===== config.mk =====
export PLATFORM = sky130hd
export DESIGN_NAME = dbg_match_unit
export DESIGN_NICKNAME = d
export VERILOG_FILES = /design/src/rtl/dbg_match_pkg.sv /design/src/rtl/dbg_cfg_parser.sv /design/src/rtl/dbg_slot_bank.sv /design/src/rtl/dbg_prio_pick.sv /design/src/rtl/dbg_match_unit.sv
export SDC_FILE = /design/constraint.sdc
export NUM_CORES = 1
export LEC_CHECK = 0
export BUFFER_PORTS_ARGS = -buffer_cell sky130_fd_sc_hd__clkbuf_2
export CORE_AREA = 3 3 133 148
export DETAILED_ROUTE_END_ITERATION = 7
export DIE_AREA = 0 0 136 151
export HOLD_SLACK_MARGIN = 0.03
export MAX_ROUTING_LAYER = met4
export PLACE_DENSITY_LB_ADDON = 0.25
export SETUP_SLACK_MARGIN = 0.5
export SLEW_MARGIN = 25
export SYNTH_ARGS = -nofsm -noshare
export SYNTH_HDL_FRONTEND = slang
export SYNTH_SLANG_ARGS = --single-unit

===== constraint.sdc =====
create_clock -name clk -period 1.9 [get_ports clk]
set_input_delay 0.38 -clock clk [delete_from_list [all_inputs] [get_ports clk]]
set_output_delay 0.38 -clock clk [all_outputs]
set_load 0.03 [all_outputs]

===== src/rtl/dbg_match_pkg.sv =====
// Package: shared types for the debug address match unit.
// Assumes 32-bit addresses delivered as four bytes on the configuration port.
package dbg_match_pkg;

    localparam int ADDR_W = 32;

    // Access filter encoding of a watchpoint slot (control byte bits 7:6).
    typedef enum logic [1:0] {
        ACC_WR  = 2'b00,
        ACC_RD  = 2'b01,
        ACC_OFF = 2'b10,
        ACC_ANY = 2'b11
    } acc_e;

    // Stored setting of one slot.
    typedef struct packed {
        logic              armed;
        logic              watch;
        acc_e              acc;
        logic [ADDR_W-1:0] addr;
    } slot_cfg_t;

    localparam slot_cfg_t SLOT_IDLE = '{armed: 1'b0, watch: 1'b0, acc: ACC_WR, addr: '0};

endpackage


===== src/rtl/dbg_cfg_parser.sv =====
// Module: dbg_cfg_parser
// Turns the configuration byte stream into slot write requests.
// Assumes the command opcode has been stripped upstream; the first byte seen
// after reset is a control byte. Out-of-range slot numbers produce no write.
module dbg_cfg_parser
    import dbg_match_pkg::*;
#(
    parameter int NUM_SLOTS = 4,
    localparam int SLOT_W = (NUM_SLOTS > 1) ? $clog2(NUM_SLOTS) : 1
) (
    input  logic              clk,
    input  logic              rst_n,
    input  logic [7:0]        cfg_byte,
    input  logic              cfg_valid,
    output logic              wr_en,
    output logic [SLOT_W-1:0] wr_idx,
    output slot_cfg_t         wr_cfg
);

    localparam logic [4:0] SLOT_LIMIT = 5'(NUM_SLOTS);

    typedef enum logic {PS_CTRL, PS_ADDR} pstate_e;

    pstate_e     state;
    logic [1:0]  byte_cnt;
    logic [23:0] addr_hi;
    logic [7:0]  ctl_q;

    logic        ctl_in_range;
    logic        held_in_range;

    assign ctl_in_range  = {1'b0, cfg_byte[3:0]} < SLOT_LIMIT;
    assign held_in_range = {1'b0, ctl_q[3:0]} < SLOT_LIMIT;

    // Sequence control byte and address bytes.
    always_ff @(posedge clk) begin
        if (!rst_n) begin
            state    <= PS_CTRL;
            byte_cnt <= '0;
            addr_hi  <= '0;
            ctl_q    <= '0;
        end else if (cfg_valid) begin
            case (state)
                PS_CTRL: begin
                    ctl_q    <= cfg_byte;
                    byte_cnt <= '0;
                    if (cfg_byte[5]) state <= PS_ADDR;
                end
                PS_ADDR: begin
                    addr_hi  <= {addr_hi[15:0], cfg_byte};
                    byte_cnt <= byte_cnt + 2'd1;
                    if (byte_cnt == 2'd3) state <= PS_CTRL;
                end
                default: state <= PS_CTRL;
            endcase
        end
    end

    // Form the slot write for a disable byte or the last address byte.
    always_comb begin
        wr_en  = 1'b0;
        wr_idx = '0;
        wr_cfg = SLOT_IDLE;
        if (cfg_valid && state == PS_CTRL && !cfg_byte[5]) begin
            wr_en  = ctl_in_range;
            wr_idx = cfg_byte[SLOT_W-1:0];
        end else if (cfg_valid && state == PS_ADDR && byte_cnt == 2'd3) begin
            wr_en        = held_in_range;
            wr_idx       = ctl_q[SLOT_W-1:0];
            wr_cfg.armed = 1'b1;
            wr_cfg.watch = ctl_q[4];
            wr_cfg.acc   = acc_e'(ctl_q[7:6]);
            wr_cfg.addr  = {addr_hi, cfg_byte};
        end
    end

endmodule


===== src/rtl/dbg_slot_bank.sv =====
// Module: dbg_slot_bank
// Holds the slot registers and compares each against the current decode PC
// and data access. Produces one match bit per slot; combinational in the inputs.
module dbg_slot_bank
    import dbg_match_pkg::*;
#(
    parameter int NUM_SLOTS = 4,
    localparam int SLOT_W = (NUM_SLOTS > 1) ? $clog2(NUM_SLOTS) : 1
) (
    input  logic              clk,
    input  logic              rst_n,
    input  logic              wr_en,
    input  logic [SLOT_W-1:0] wr_idx,
    input  slot_cfg_t         wr_cfg,
    input  logic              dec_valid,
    input  logic [ADDR_W-1:0] dec_pc,
    input  logic              mem_rd,
    input  logic              mem_wr,
    input  logic [ADDR_W-1:0] mem_addr,
    output logic [NUM_SLOTS-1:0] match
);

    for (genvar s = 0; s < NUM_SLOTS; s++) begin : g_slot
        slot_cfg_t cfg_q;
        logic      acc_ok;

        // Store the slot setting when its write request arrives.
        always_ff @(posedge clk) begin
            if (!rst_n) begin
                cfg_q <= SLOT_IDLE;
            end else if (wr_en && wr_idx == SLOT_W'(s)) begin
                cfg_q <= wr_cfg;
            end
        end

        // Check the data access against the slot's access filter.
        always_comb begin
            case (cfg_q.acc)
                ACC_WR:  acc_ok = mem_wr;
                ACC_RD:  acc_ok = mem_rd;
                ACC_ANY: acc_ok = mem_rd | mem_wr;
                default: acc_ok = 1'b0;
            endcase
        end

        // Compare the selected source against the stored address.
        always_comb begin
            if (!cfg_q.armed) begin
                match[s] = 1'b0;
            end else if (cfg_q.watch) begin
                match[s] = acc_ok && (mem_addr == cfg_q.addr);
            end else begin
                match[s] = dec_valid && (dec_pc == cfg_q.addr);
            end
        end
    end

endmodule


===== src/rtl/dbg_prio_pick.sv =====
// Module: dbg_prio_pick
// Reduces the per-slot match vector to a hit flag and the lowest set index.
// Reports index 0 when no bit is set.
module dbg_prio_pick #(
    parameter int NUM_SLOTS = 4,
    localparam int SLOT_W = (NUM_SLOTS > 1) ? $clog2(NUM_SLOTS) : 1
) (
    input  logic [NUM_SLOTS-1:0] match,
    output logic                 any,
    output logic [SLOT_W-1:0]    idx
);

    // Scan from the top down so the lowest set bit wins.
    always_comb begin
        idx = '0;
        for (int i = NUM_SLOTS - 1; i >= 0; i--) begin
            if (match[i]) idx = SLOT_W'(i);
        end
    end

    assign any = |match;

endmodule


===== src/rtl/dbg_match_unit.sv =====
// Module: dbg_match_unit (top)
// Debug breakpoint/watchpoint slots programmed from a byte stream; raises a
// same-cycle halt request with the lowest matching slot number.
// Assumes synchronous active-low reset and 2..8 slots.
module dbg_match_unit
    import dbg_match_pkg::*;
#(
    parameter int NUM_SLOTS = 4,
    localparam int SLOT_W = (NUM_SLOTS > 1) ? $clog2(NUM_SLOTS) : 1
) (
    input  logic              clk,
    input  logic              rst_n,
    input  logic [7:0]        cfg_byte,
    input  logic              cfg_valid,
    input  logic              dec_valid,
    input  logic [31:0]       dec_pc,
    input  logic              mem_rd,
    input  logic              mem_wr,
    input  logic [31:0]       mem_addr,
    output logic              hit,
    output logic [SLOT_W-1:0] hit_slot
);

    logic                 wr_en;
    logic [SLOT_W-1:0]    wr_idx;
    slot_cfg_t            wr_cfg;
    logic [NUM_SLOTS-1:0] match;

    dbg_cfg_parser #(.NUM_SLOTS(NUM_SLOTS)) u_parser (
        .clk       (clk),
        .rst_n     (rst_n),
        .cfg_byte  (cfg_byte),
        .cfg_valid (cfg_valid),
        .wr_en     (wr_en),
        .wr_idx    (wr_idx),
        .wr_cfg    (wr_cfg)
    );

    dbg_slot_bank #(.NUM_SLOTS(NUM_SLOTS)) u_bank (
        .clk       (clk),
        .rst_n     (rst_n),
        .wr_en     (wr_en),
        .wr_idx    (wr_idx),
        .wr_cfg    (wr_cfg),
        .dec_valid (dec_valid),
        .dec_pc    (dec_pc),
        .mem_rd    (mem_rd),
        .mem_wr    (mem_wr),
        .mem_addr  (mem_addr),
        .match     (match)
    );

    dbg_prio_pick #(.NUM_SLOTS(NUM_SLOTS)) u_pick (
        .match (match),
        .any   (hit),
        .idx   (hit_slot)
    );

endmodule


==> results of run 1 <==
==> final timing paths <==
kind / start / endpoint / slack [ns] / cells past startpoint
worst min register to register: u_parser.ctl_q[6] / u_parser.ctl_q[6] / 0.47 / 2
worst max-delay path: u_bank.g_slot[3].cfg_q[2] / hit_slot[0] / -0.93 / 8
worst min-delay path: cfg_byte[6] / u_parser.ctl_q[6] / 0.22 / 3
worst max register to register: u_parser.byte_cnt[0] / u_bank.g_slot[0].cfg_q[7] / -0.11 / 9
==> per-stage QoR <==
stage / setup TNS, ns / cells / utilization [%] / power [mW]
finish: -7.92 / 1674 / 81.8 / 8.43
global route: -13.13 / 1674 / 81.8 / 8.61
CTS: -3.34 / 1662 / 77.0 / 8.33
detailed placement: -2.41 / 1584 / 66.6 / 4.78
global placement: -2.46 / 1584 / 66.6 / 4.78
floorplan: -0.359 / 1123 / - / 4.24
==> layout make-up <==
cell class,instances,area [um^2],area share [%]
Multi-Input combinational cell,891,7300,48.6
Sequential cell,178,3600,24.0
Timing Repair Buffer,329,3220,21.4
Clock buffer,19,453,3.02
Tap cell,243,304,2.03
Clock inverter,13,136,0.909
Inverter,1,3.75,0.0250
==> cells in the final DEF (no fill, tap or decap), drive strengths merged <==
master    netlist  layout
nand2         212     212
a21oi           1       1
clkbuf         32     101
xnor2          82      82
clkinv          0       3
nor2            9       9
ha              1       1
and3            1       1
nor3b           3       3
a22o            6       6
nor3            7       7
inv             1       9
clkinvlp        0       2
or2             1       1
nand4b          1       1
o211a           1       1
a211o           1       1
a21boi        105     105
nor4           48      48
nand3          15      15
nand2b          4       4
o21ai           3       3
and2           37      37
nand4          24      24
a22oi           3       3
mux2i          72      72
o2111ai         1       1
a21o            3       3
xor2          174     174
buf            21     247
nand4bb         1       1
dfxtp         178     178
nor2b          75      75
==> cells in the mapped netlist (7+ instances only) <==
cell type,count
nand2_1,211
nand3_1,14
xnor2_1,82
nand4_1,24
mux2i_1,72
and2_1,37
buf_2,10
a21boi_1,62
clkbuf_1,32
nor3_1,7
nor2b_1,75
dfxtp_1,178
nor4_1,48
xor2_1,174
a21boi_0,43
==> logic make-up (layout without fill, tap and decap cells) <==
kind of cell | count (synthesis) | count (layout) | share of synthesized area [%]
AOI/OAI and AO/OA | 124 | 124 | 9.40
DFF | 178 | 178 | 35.5
adders and majority gates | 1 | 1 | 0.125
buffers and inverters | 54 | 362 | 3.08
muxes | 72 | 72 | 7.18
and+or+nand+nor | 438 | 438 | 22.4
xor gates and xnor gates | 256 | 256 | 22.3
==> worst register-to-register path: cells and delay by family (launching register included) <==
family / cells / cell delay (ns)
muxes: 1 / 0.22
adders and majority gates: 1 / 0.16
AOI/OAI and AO/OA: 1 / 0.25
buffers and inverters: 2 / 0.30
and+or+nand+nor: 4 / 0.65
DFF: 1 / 0.34
==> repair_timing <==
action,in CTS,in global routing
pin swaps,60,83
setup buffers,29,7
gates resized for setup,155,172
endpoints found under the setup margin,147,147
gates cloned,17,5
==> per-layer routing <==
| metal | vias to the layer above | share of wire [%] | global-route usage [%] |
|---|---|---|---|
| met5 | - | 0 | - |
| met4 | 0 | 8.9 | 25.4 |
| met3 | 219 | 8.8 | 6.94 |
| met2 | 666 | 45 | 65.9 |
| met1 | 4867 | 37 | 51.1 |
| li1 | 4353 | - | - |
==> flip-flops by register name, indices dropped and copies added (netlist names) <==
register and count:
u_parser.byte_cnt 2, u_parser.state 1, u_bank.g_slot.cfg_q 144, u_parser.addr_hi 24, u_parser.ctl_q 7
==> power breakdown <==
group / switching, mW / internal [mW]
clock network: 1.78 / 1.82
registers: 0.0151 / 3.74
logic: 0.588 / 0.484
==> key figures, run 1 <==
Global route
  • Gr usage total: between 40% and 50%
  • Initial antenna violation count: 0
  • Vias in the first global route: 9674
  • First-pass GRT wire length: around 61 mm
  • Largest net degree at the start of global routing: 60
  • Gr ovfl total: 0

Status
  • Failing checks: setup timing
  • Status: finished with violations

Power and ir drop
  • Peak VDD IR: approximately 0.00065 V
  • PD cells: 562 nW/um^2
  • Static Leak: 6.39 nW

Place
  • Placer Congestion: approximately 1.1
  • HPWL after DPL: slightly below 30 mm
  • Port bufs: 80
  • Place WS: -0.811 ns
  • Dpl cell area: ~12000 um^2

STA
  • RSZ-0062 raised after global routing: true
  • Min cycle time layout: approximately 2.8 ns
  • Fin. max-slew vios: 0
  • Relative slew slack: about 63%
  • Final worst slack: -0.926 ns
  • Max Clk Rate: roughly 350 MHz
  • Final hold vios: 0
  • Final hold slack: approximately 0.22 ns
  • Fin crit share: 149%
  • Setup Skew: approximately 0.011 ns
  • Setup violators final: 106
  • Worst Tran Pin Value: approximately 0.55 ns

Worst setup path
  • WP data required: ~1.5 ns
  • Slowest stage delay, CP: between 0.3 and 0.4 ns
  • Slowest stage cell, crit path: nor4_4
  • Crit-path leading delay family: simple AND/OR/NAND/NOR gates
  • Worst-path cell chain: buf_4 > xnor2_1 > nand4b_1 > nor4_4 > nand3_2 > a211o_1 > a21boi_4 > buf_8
  • Worst-path fanout max: 2
  • Setup crit start kind: flip-flop
  • Buffers & Inverters on Critical Path: 2
  • WP data arrival: 2.45 ns
  • CP Capture Type: output pin
  • Critical path class: flip-flop to output pin

Synthesis
  • Seq cells post-synth: 178
  • Mapped Area: ~10000 um^2
  • Mean area per synthesized cell: 8.94 um^2
  • Synth top area cells: dfxtp_1 (36%), xor2_1 (15%), nand2_1 (7.9%)
  • Post-synth EDFFs: 0
  • Synth Warn #: 0
  • Cells after Synth: about 1100
  • Yosys top cell by area: dfxtp_1
  • Post-synth ARST share: 0%
  • Library cells used by synthesis: 43
  • Most used DFF post-synth: dfxtp_1
  • Post-synth top area share: between 30% and 40%
  • Net Count, Synth: approximately 1200
  • Register area share after synthesis: ~36%

Floorplanning
  • Boundary Pins: between 80 and 90
  • Rows: 52
  • Starting Density: between 50% and 60%
  • Die area: around 21000 um^2
  • Die Height: ~150 um
  • Core area: 18300 um^2
  • Die W: about 140 um

Final layout
  • Fraction of layout cells with a size suffix above 1: 41.6%
  • N_diodes: 0
  • P&R area growth vs syn: 49.6%
  • Design area: approximately 15000 um^2
  • Fin nets: 1497
  • Fill cell count: between 1000 and 1500

Route
  • Post-Route WL: between 40 and 50 mm
  • Drt first pass iters: 5
  • Antenna Nets Post-Route: 0
  • Via/cell ratio: between 6 and 7
  • # DRC: 0
  • Initial DRC count: 1227
  • WL per Instance: approximately 27 um
  • Vias: around 10000

Clock network
  • Clock sinks: approximately 180
  • Worst-Skew Late Latency: roughly 0.45 ns
  • TritonCTS Buffers: 17
  • Clk pin slew, worst setup/hold paths: 0.08 ns
  • Root Buffer: clkbuf_16
  • Hold_buf cts: 0
  • CTS Buffer Depth: 2
  • Htree depth: 4
  • CTS tree: done

Job
  • Max cap viols: 0

Min path
  • Worst hold path type: primary input to flip-flop
Note: power is estimated with default switching activity, not from simulation.
==> run 2, diff against run 1 <==
CORE_AREA = 3 3 146 148   (was 3 3 133 148)
DIE_AREA = 0 0 149 151   (was 0 0 136 151)
clock period = 3.06 ns   (was 1.9 ns; I/O delays follow)
==> key figures, run 2 (synthesized netlist as in run 1, its figures left out) <==
Status
  • Status: finished clean

Power and ir drop
  • Tot Pwr: 5.01 mW (-41%)
  • Peak VDD IR: 0.000332 V (-49%)
  • PD cells: 418 nW/um^2 (-26%)
  • Static Leak: 4.61 nW (-28%)

Worst setup path
  • Slowest stage delay, CP: 0.36 ns (about the same)
  • Worst reg2reg path depth: 8 (-1)
  • CP Capture Type: output pin
  • Reg2reg end: u_bank.g_slot[2].cfg_q[8]
  • Slowest stage cell, crit path: dfxtp_1
  • Worst-path cell chain: xnor2_1 > nand4_1 > nor4_2 > nand3_1 > a211o_1 > a21boi_4 > buf_8
  • Critical path class: flip-flop to output pin
  • R2R Setup Slk: 0.77 ns (+0.88 ns)
  • WP data arrival: 2.44 ns (about the same)
  • WP data required: 2.45 ns (+0.93 ns)
  • Crit-path leading delay family: simple AND/OR/NAND/NOR gates
  • Setup crit start kind: flip-flop
  • Buffers & Inverters on Critical Path: 1 (-1)
  • Worst-path fanout max: 3 (+1)
  • Reg2reg start: u_parser.byte_cnt[0]

Floorplanning
  • Die W: 149 um (+9.6%)
  • Core area: 20200 um^2 (+9.9%)
  • Die area: 22500 um^2 (+9.6%)
  • Boundary Pins: 81 (unchanged)
  • Rows: 52 (unchanged)
  • Starting Density: 49.8% (-4.9 points)
  • Die Height: 151 um (unchanged)

Global route
  • Vias in the first global route: 8073 (-17%)
  • Gr ovfl total: 0 (unchanged)
  • Gr usage total: 31.8% (-10 points)
  • Initial antenna violation count: 0 (unchanged)
  • Largest net degree at the start of global routing: 97 (+62%)
  • First-pass GRT wire length: 51.1 mm (-16%)

STA
  • Setup Skew: 0.00954 ns (-0.00172 ns)
  • RSZ-0062 raised after global routing: true
  • Fin crit share: 99.8%
  • Setup violators final: 0 (-100%)
  • Final hold vios: 0 (unchanged)
  • Worst Tran Pin Value: 0.866 ns (+0.315 ns)
  • Sum of negative setup slack: 0 ns (+7.92 ns)
  • Final hold slack: 0.459 ns (+0.241 ns)
  • Max Clk Rate: around 330 MHz
  • Fin. max-slew vios: 0 (unchanged)
  • Min cycle time layout: 3.05 ns
  • Relative slew slack: 42.2% (-21 points)

Route
  • Via/cell ratio: 5.51 (-8.7%)
  • Antenna Nets Post-Route: 0 (unchanged)
  • # DRC: 0 (unchanged)
  • Drt first pass iters: 5 (unchanged)
  • WL met2: 15.8 mm (-23%)
  • WL per Instance: 22.9 um (-16%)
  • Vias: 8408 (-17%)
  • Post-Route WL: 34.9 mm (-24%)
  • Max layer used: met4
  • Met3 wire length: 2.13 mm (-47%)
  • M1 WL: 15.9 mm (-6.1%)
  • Initial DRC count: 693 (-44%)

Place
  • Placer Congestion: 1.11 (+3.4%)
  • HPWL after DPL: 26.6 mm (-8.4%)
  • Port bufs: 80 (unchanged)

Final layout
  • Most common cell after layout, fill and taps aside: nand2_1
  • Commonest cells after routing, fill and taps aside: nand2_1 (211), xor2_1 (173), dfxtp_1 (167)
  • P&R area growth vs syn: 19.6%
  • Fill cell count: 1837 (+66%)
  • Largest register FFs: 144 (unchanged)
  • N_diodes: 0 (unchanged)
  • Top reg by flops: u_bank.g_slot.cfg_q
  • Fraction of layout cells with a size suffix above 1: 18.7% (-23 points)
  • Fin nets: 1322 (-12%)
  • Regs by FF count: u_bank.g_slot.cfg_q x144, u_parser.addr_hi x24, u_parser.ctl_q x7
  • Area of the multi-input gates: 6430 um^2 (-12%)
  • Register area: 3580 um^2 (-0.35%)

Clock network
  • Root Buffer: clkbuf_16
  • Htree depth: 4 (unchanged)
  • TritonCTS Buffers: 17 (unchanged)
  • Worst-Skew Late Latency: 0.43 ns (-0.02 ns)
  • Hold_buf cts: 0 (unchanged)
  • Clock sinks: 178 (unchanged)
  • CTS Buffer Depth: 2 (unchanged)
  • CTS tree: done
  • Clk pin slew, worst setup/hold paths: 0.07 ns (about the same)

Min path
  • Worst hold path type: flip-flop to flip-flop
  • Hold path cells: 2 (-1)
  • Hold EP: u_parser.addr_hi[19]
  • Hold path startpoint: u_parser.addr_hi[19]

Job
  • Max cap viols: 0 (unchanged)
==> run 2: stage by stage <==
stage / util (%) / area [um^2] / setup WS, ns / cells
floorplan: - / 10000 / 0.508 / 1123
global placement: 55.0 / 11100 / -0.360 / 1490
detailed placement: 55.0 / 11100 / -0.307 / 1490
CTS: 58.9 / 11900 / 0.0326 / 1523
global route: 59.5 / 12000 / -0.0766 / 1525
finish: 59.5 / 12000 / 0.00699 / 1525
==> run 2: layout make-up <==
cell class,count,share of cell area (%)
Tap cell,270,2.82
Clock buffer,22,3.87
Sequential cell,178,29.9
Inverter,1,0.0313
Multi-Input combinational cell,891,53.6
Clock inverter,9,0.793
Timing Repair Buffer,154,9.03
==> run 2: worst min-delay path, stage by stage, from the launching register on <==
cell      delay, ns
dfxtp_1        0.31
nand2_1        0.04
a21boi_0       0.06
==> run 2: worst max-delay path by stage <==
stage / from / endpoint / slack, ns / cells after the start
6_report: u_bank.g_slot[3].cfg_q[15] / hit_slot[0] / 0.007 / 7
5_1_grt: u_bank.g_slot[2].cfg_q[18] / hit / -0.08 / 9
4_1_cts: dec_pc[22] / hit_slot[0] / 0.03 / 10
3_5_place_dp: mem_addr[28] / hit_slot[0] / -0.31 / 9
3_3_place_gp: mem_addr[28] / hit_slot[0] / -0.36 / 9
2_1_floorplan: dec_pc[1] / hit_slot[0] / 0.51 / 7
==> run 2: power breakdown <==
| group | total [mW] | leakage (nW) | internal (mW) | switching [mW] |
|---|---|---|---|---|
| registers | 2.33 | 1.44 | 2.32 | 0.00858 |
| clock network | 2.13 | 0.266 | 1.17 | 0.961 |
| logic | 0.543 | 2.90 | 0.228 | 0.315 |
==> run 2: per-layer routing <==
metal / vias to the layer above / global-route usage, %
met5: - / -
met4: 0 / 10.0
met1: 4087 / 43.2
met3: 41 / 5.03
met2: 291 / 49.1
li1: 3989 / -
==> run 2: repair_timing <==
action / CTS / global route
gates resized for setup: 43 / 20
pin swaps: 15 / 9
setup endpoints to repair: 3 / 3
buffers inserted: 2 / 2
==> run 3, diff against run 2 <==
MAX_ROUTING_LAYER = not set   (was met4)
REMOVE_ABC_BUFFERS = 1   (was not set)
==> key figures, run 3 (synthesized netlist as in run 1, its figures left out) <==
Status
  • Status: finished with violations
  • Failing checks: setup timing

Power and ir drop
  • Clock power share: 43.0% (+0.4 points)
  • Net Sw Frac: 26.7% (+1.0 points)
  • P_sw: 1.35 mW (+5.3%)
  • Static Leak: 4.65 nW (+0.88%)
  • Comb pwr share: 11.1% (+0.3 points)
  • Peak VDD IR: 0.000342 V (+3.1%)
  • Flop pwr share: 46.0% (-0.6 points)
  • Tot Pwr: 5.07 mW (+1.3%)
  • Internal power: 3.72 mW (about the same)
  • PD cells: 420 nW/um^2 (+0.60%)

Route
  • Antenna Nets Post-Route: 0 (unchanged)
  • Vias: 8422 (+0.17%)
  • Post-Route WL: 34.2 mm (-1.8%)
  • WL per Instance: 22.1 um (-3.1%)
  • Drt first pass iters: 5 (unchanged)
  • Initial DRC count: 818 (+18%)
  • # DRC: 0 (unchanged)
  • Via/cell ratio: 5.45 (-1.1%)

STA
  • Fin. max-slew vios: 0 (unchanged)
  • Final worst slack: -0.0451 ns (-0.0521 ns)
  • RSZ-0062 raised after global routing: true
  • Setup Skew: 0.00803 ns (-0.00151 ns)
  • Final hold vios: 0 (unchanged)
  • Max Clk Rate: 322 MHz (-1.7%)
  • Fin crit share: 101% (+1.7 points)
  • Worst Tran Pin Value: 0.776 ns (-0.0899 ns)
  • Min cycle time layout: 3.11 ns (+0.0521 ns)
  • Relative slew slack: 48.1% (+5.9 points)
  • Setup violators final: 3 (+3)

Clock network
  • Clk pin slew, worst setup/hold paths: 0.07 ns (about the same)
  • Clock sinks: 178 (unchanged)
  • CTS Buffer Depth: 2 (unchanged)
  • Worst-Skew Late Latency: 0.44 ns (about the same)
  • Root Buffer: clkbuf_16
  • CTS tree: done
  • Hold_buf cts: 0 (unchanged)
  • Htree depth: 4 (unchanged)
  • TritonCTS Buffers: 17 (unchanged)

Floorplanning
  • Die Height: 151 um (unchanged)
  • Die area: 22500 um^2 (unchanged)
  • Starting Density: 49.8% (unchanged)
  • Core area: 20200 um^2 (unchanged)
  • Boundary Pins: 81 (unchanged)
  • Rows: 52 (unchanged)
  • Die W: 149 um (unchanged)

Worst setup path
  • Buffers & Inverters on Critical Path: 3 (+2)
  • Crit-path leading delay family: simple AND/OR/NAND/NOR gates
  • Worst-path cell chain: clkbuf_2 > buf_4 > xor2_1 > nor4_1 > nand4_1 > nor3_1 > or2_4 > nand4bb_1 > clkbuf_8
  • Critical path class: primary input to output pin
  • Worst-path fanout max: 3 (unchanged)
  • Slowest stage delay, CP: 0.47 ns (+0.11 ns)
  • Slowest stage cell, crit path: nor4_1
  • WP data required: 2.45 ns (about the same)
  • Setup crit start kind: primary input
  • CP Capture Type: output pin
  • WP data arrival: 2.49 ns (+0.05 ns)

Place
  • Place WS: -0.176 ns (+0.131 ns)
  • Port bufs: 80 (unchanged)
  • HPWL after DPL: 25.9 mm (-2.4%)
  • Placer Congestion: 0.997 (-10%)

Final layout
  • Fin nets: 1341 (+1.4%)
  • Most common cell after layout, fill and taps aside: nand2_1
  • P&R area growth vs syn: 20.4%
  • Top reg by flops: u_bank.g_slot.cfg_q
  • Fraction of layout cells with a size suffix above 1: 20.0% (+1.3 points)
  • Fill cell count: 1778 (-3.2%)
  • Commonest cells after routing, fill and taps aside: nand2_1 (211), xor2_1 (171), dfxtp_1 (165)
  • Largest register FFs: 144 (unchanged)
  • Regs by FF count: u_bank.g_slot.cfg_q x144, u_parser.addr_hi x24, u_parser.ctl_q x7
  • Final core occ: 59.9% (+0.40 points)
  • N_diodes: 0 (unchanged)

Global route
  • Vias in the first global route: 8094 (+0.26%)
  • Gr ovfl total: 0 (unchanged)
  • Gr usage total: 30.4% (-1.4 points)
  • Initial antenna violation count: 0 (unchanged)
  • First-pass GRT wire length: 50.8 mm (-0.57%)
  • Largest net degree at the start of global routing: 77 (-21%)

Job
  • Max cap viols: 0 (unchanged)

Min path
  • Worst hold path type: primary input to flip-flop
-- run 3: cell types whose count changed in the layout (fill, tap and decap cells not counted), moves of 3 or more --
cell	change
xnor2_1	+4
dfxtp_2	+3
clkinv_4	+3
nor4_4	-3
nor4_2	+4
buf_4	+20
xnor2_2	-4
-- run 3: path summary, 6_finish.rpt --
kind | from | endpoint | slack [ns] | cells past startpoint
hold reg to reg | u_parser.addr_hi[21] | u_parser.addr_hi[21] | 0.46 | 2
setup reg to reg | u_parser.byte_cnt[0] | u_bank.g_slot[3].cfg_q[31] | 0.86 | 7
hold / removal | cfg_byte[3] | u_parser.ctl_q[3] | 0.45 | 3
setup / recovery | dec_pc[31] | hit | -0.05 | 9
-- run 3: layout make-up --
type / instances / area, um^2 / share of cell area, %
Tap cell: 270 / 338 / 2.80
Clock buffer: 19 / 443 / 3.67
Clock inverter: 13 / 126 / 1.05
Inverter: 1 / 3.75 / 0.0311
Sequential cell: 178 / 3580 / 29.7
Timing Repair Buffer: 173 / 1220 / 10.1
Multi-Input combinational cell: 891 / 6370 / 52.7
-- run 3: power groups by stage --
stage	Sequential (mW)	Combinational (mW)	Clock, mW
after CTS	2.33	0.550	2.19
after global placement	2.39	0.536	0
after global routing	2.33	0.590	2.28
final	2.33	0.562	2.18
after detailed placement	2.39	0.534	0
after floorplan	2.39	0.208	0
-- run 3: worst reg2reg max path: stages (launching register included) --
cell and delay (ns):
dfxtp_1 0.32, ha_1 0.20, and3_1 0.25, a22o_1 0.42, nand3_2 0.11, buf_4 0.45, nand2_1 0.16, a21boi_0 0.20
-- run 3: timing repair --
action,in CTS,in global routing
pin swaps,19,5
buffers inserted,1,0
setup endpoints to repair,3,3
gates resized for setup,39,17
-- run 3: per-stage QoR --
| stage | TNS (ns) | hold slack (ns) | instance area, um^2 | cells |
|---|---|---|---|---|
| floorplan | 0 | 0.432 | 9730 | 1070 |
| global placement | -0.459 | 0.445 | 11200 | 1512 |
| detailed placement | -0.435 | 0.451 | 11200 | 1512 |
| CTS | 0 | 0.449 | 12000 | 1545 |
| global route | -0.201 | 0.474 | 12100 | 1545 |
| finish | -0.0786 | 0.454 | 12100 | 1545 |
-- run 3: per-layer routing --
metal	track usage [%]	wire [um]	up-vias
li1	-	-	4019
met1	42.1	15600	4084
met2	49.5	15700	277
met3	4.34	2010	42
met4	8.88	924	0
met5	0	0	-
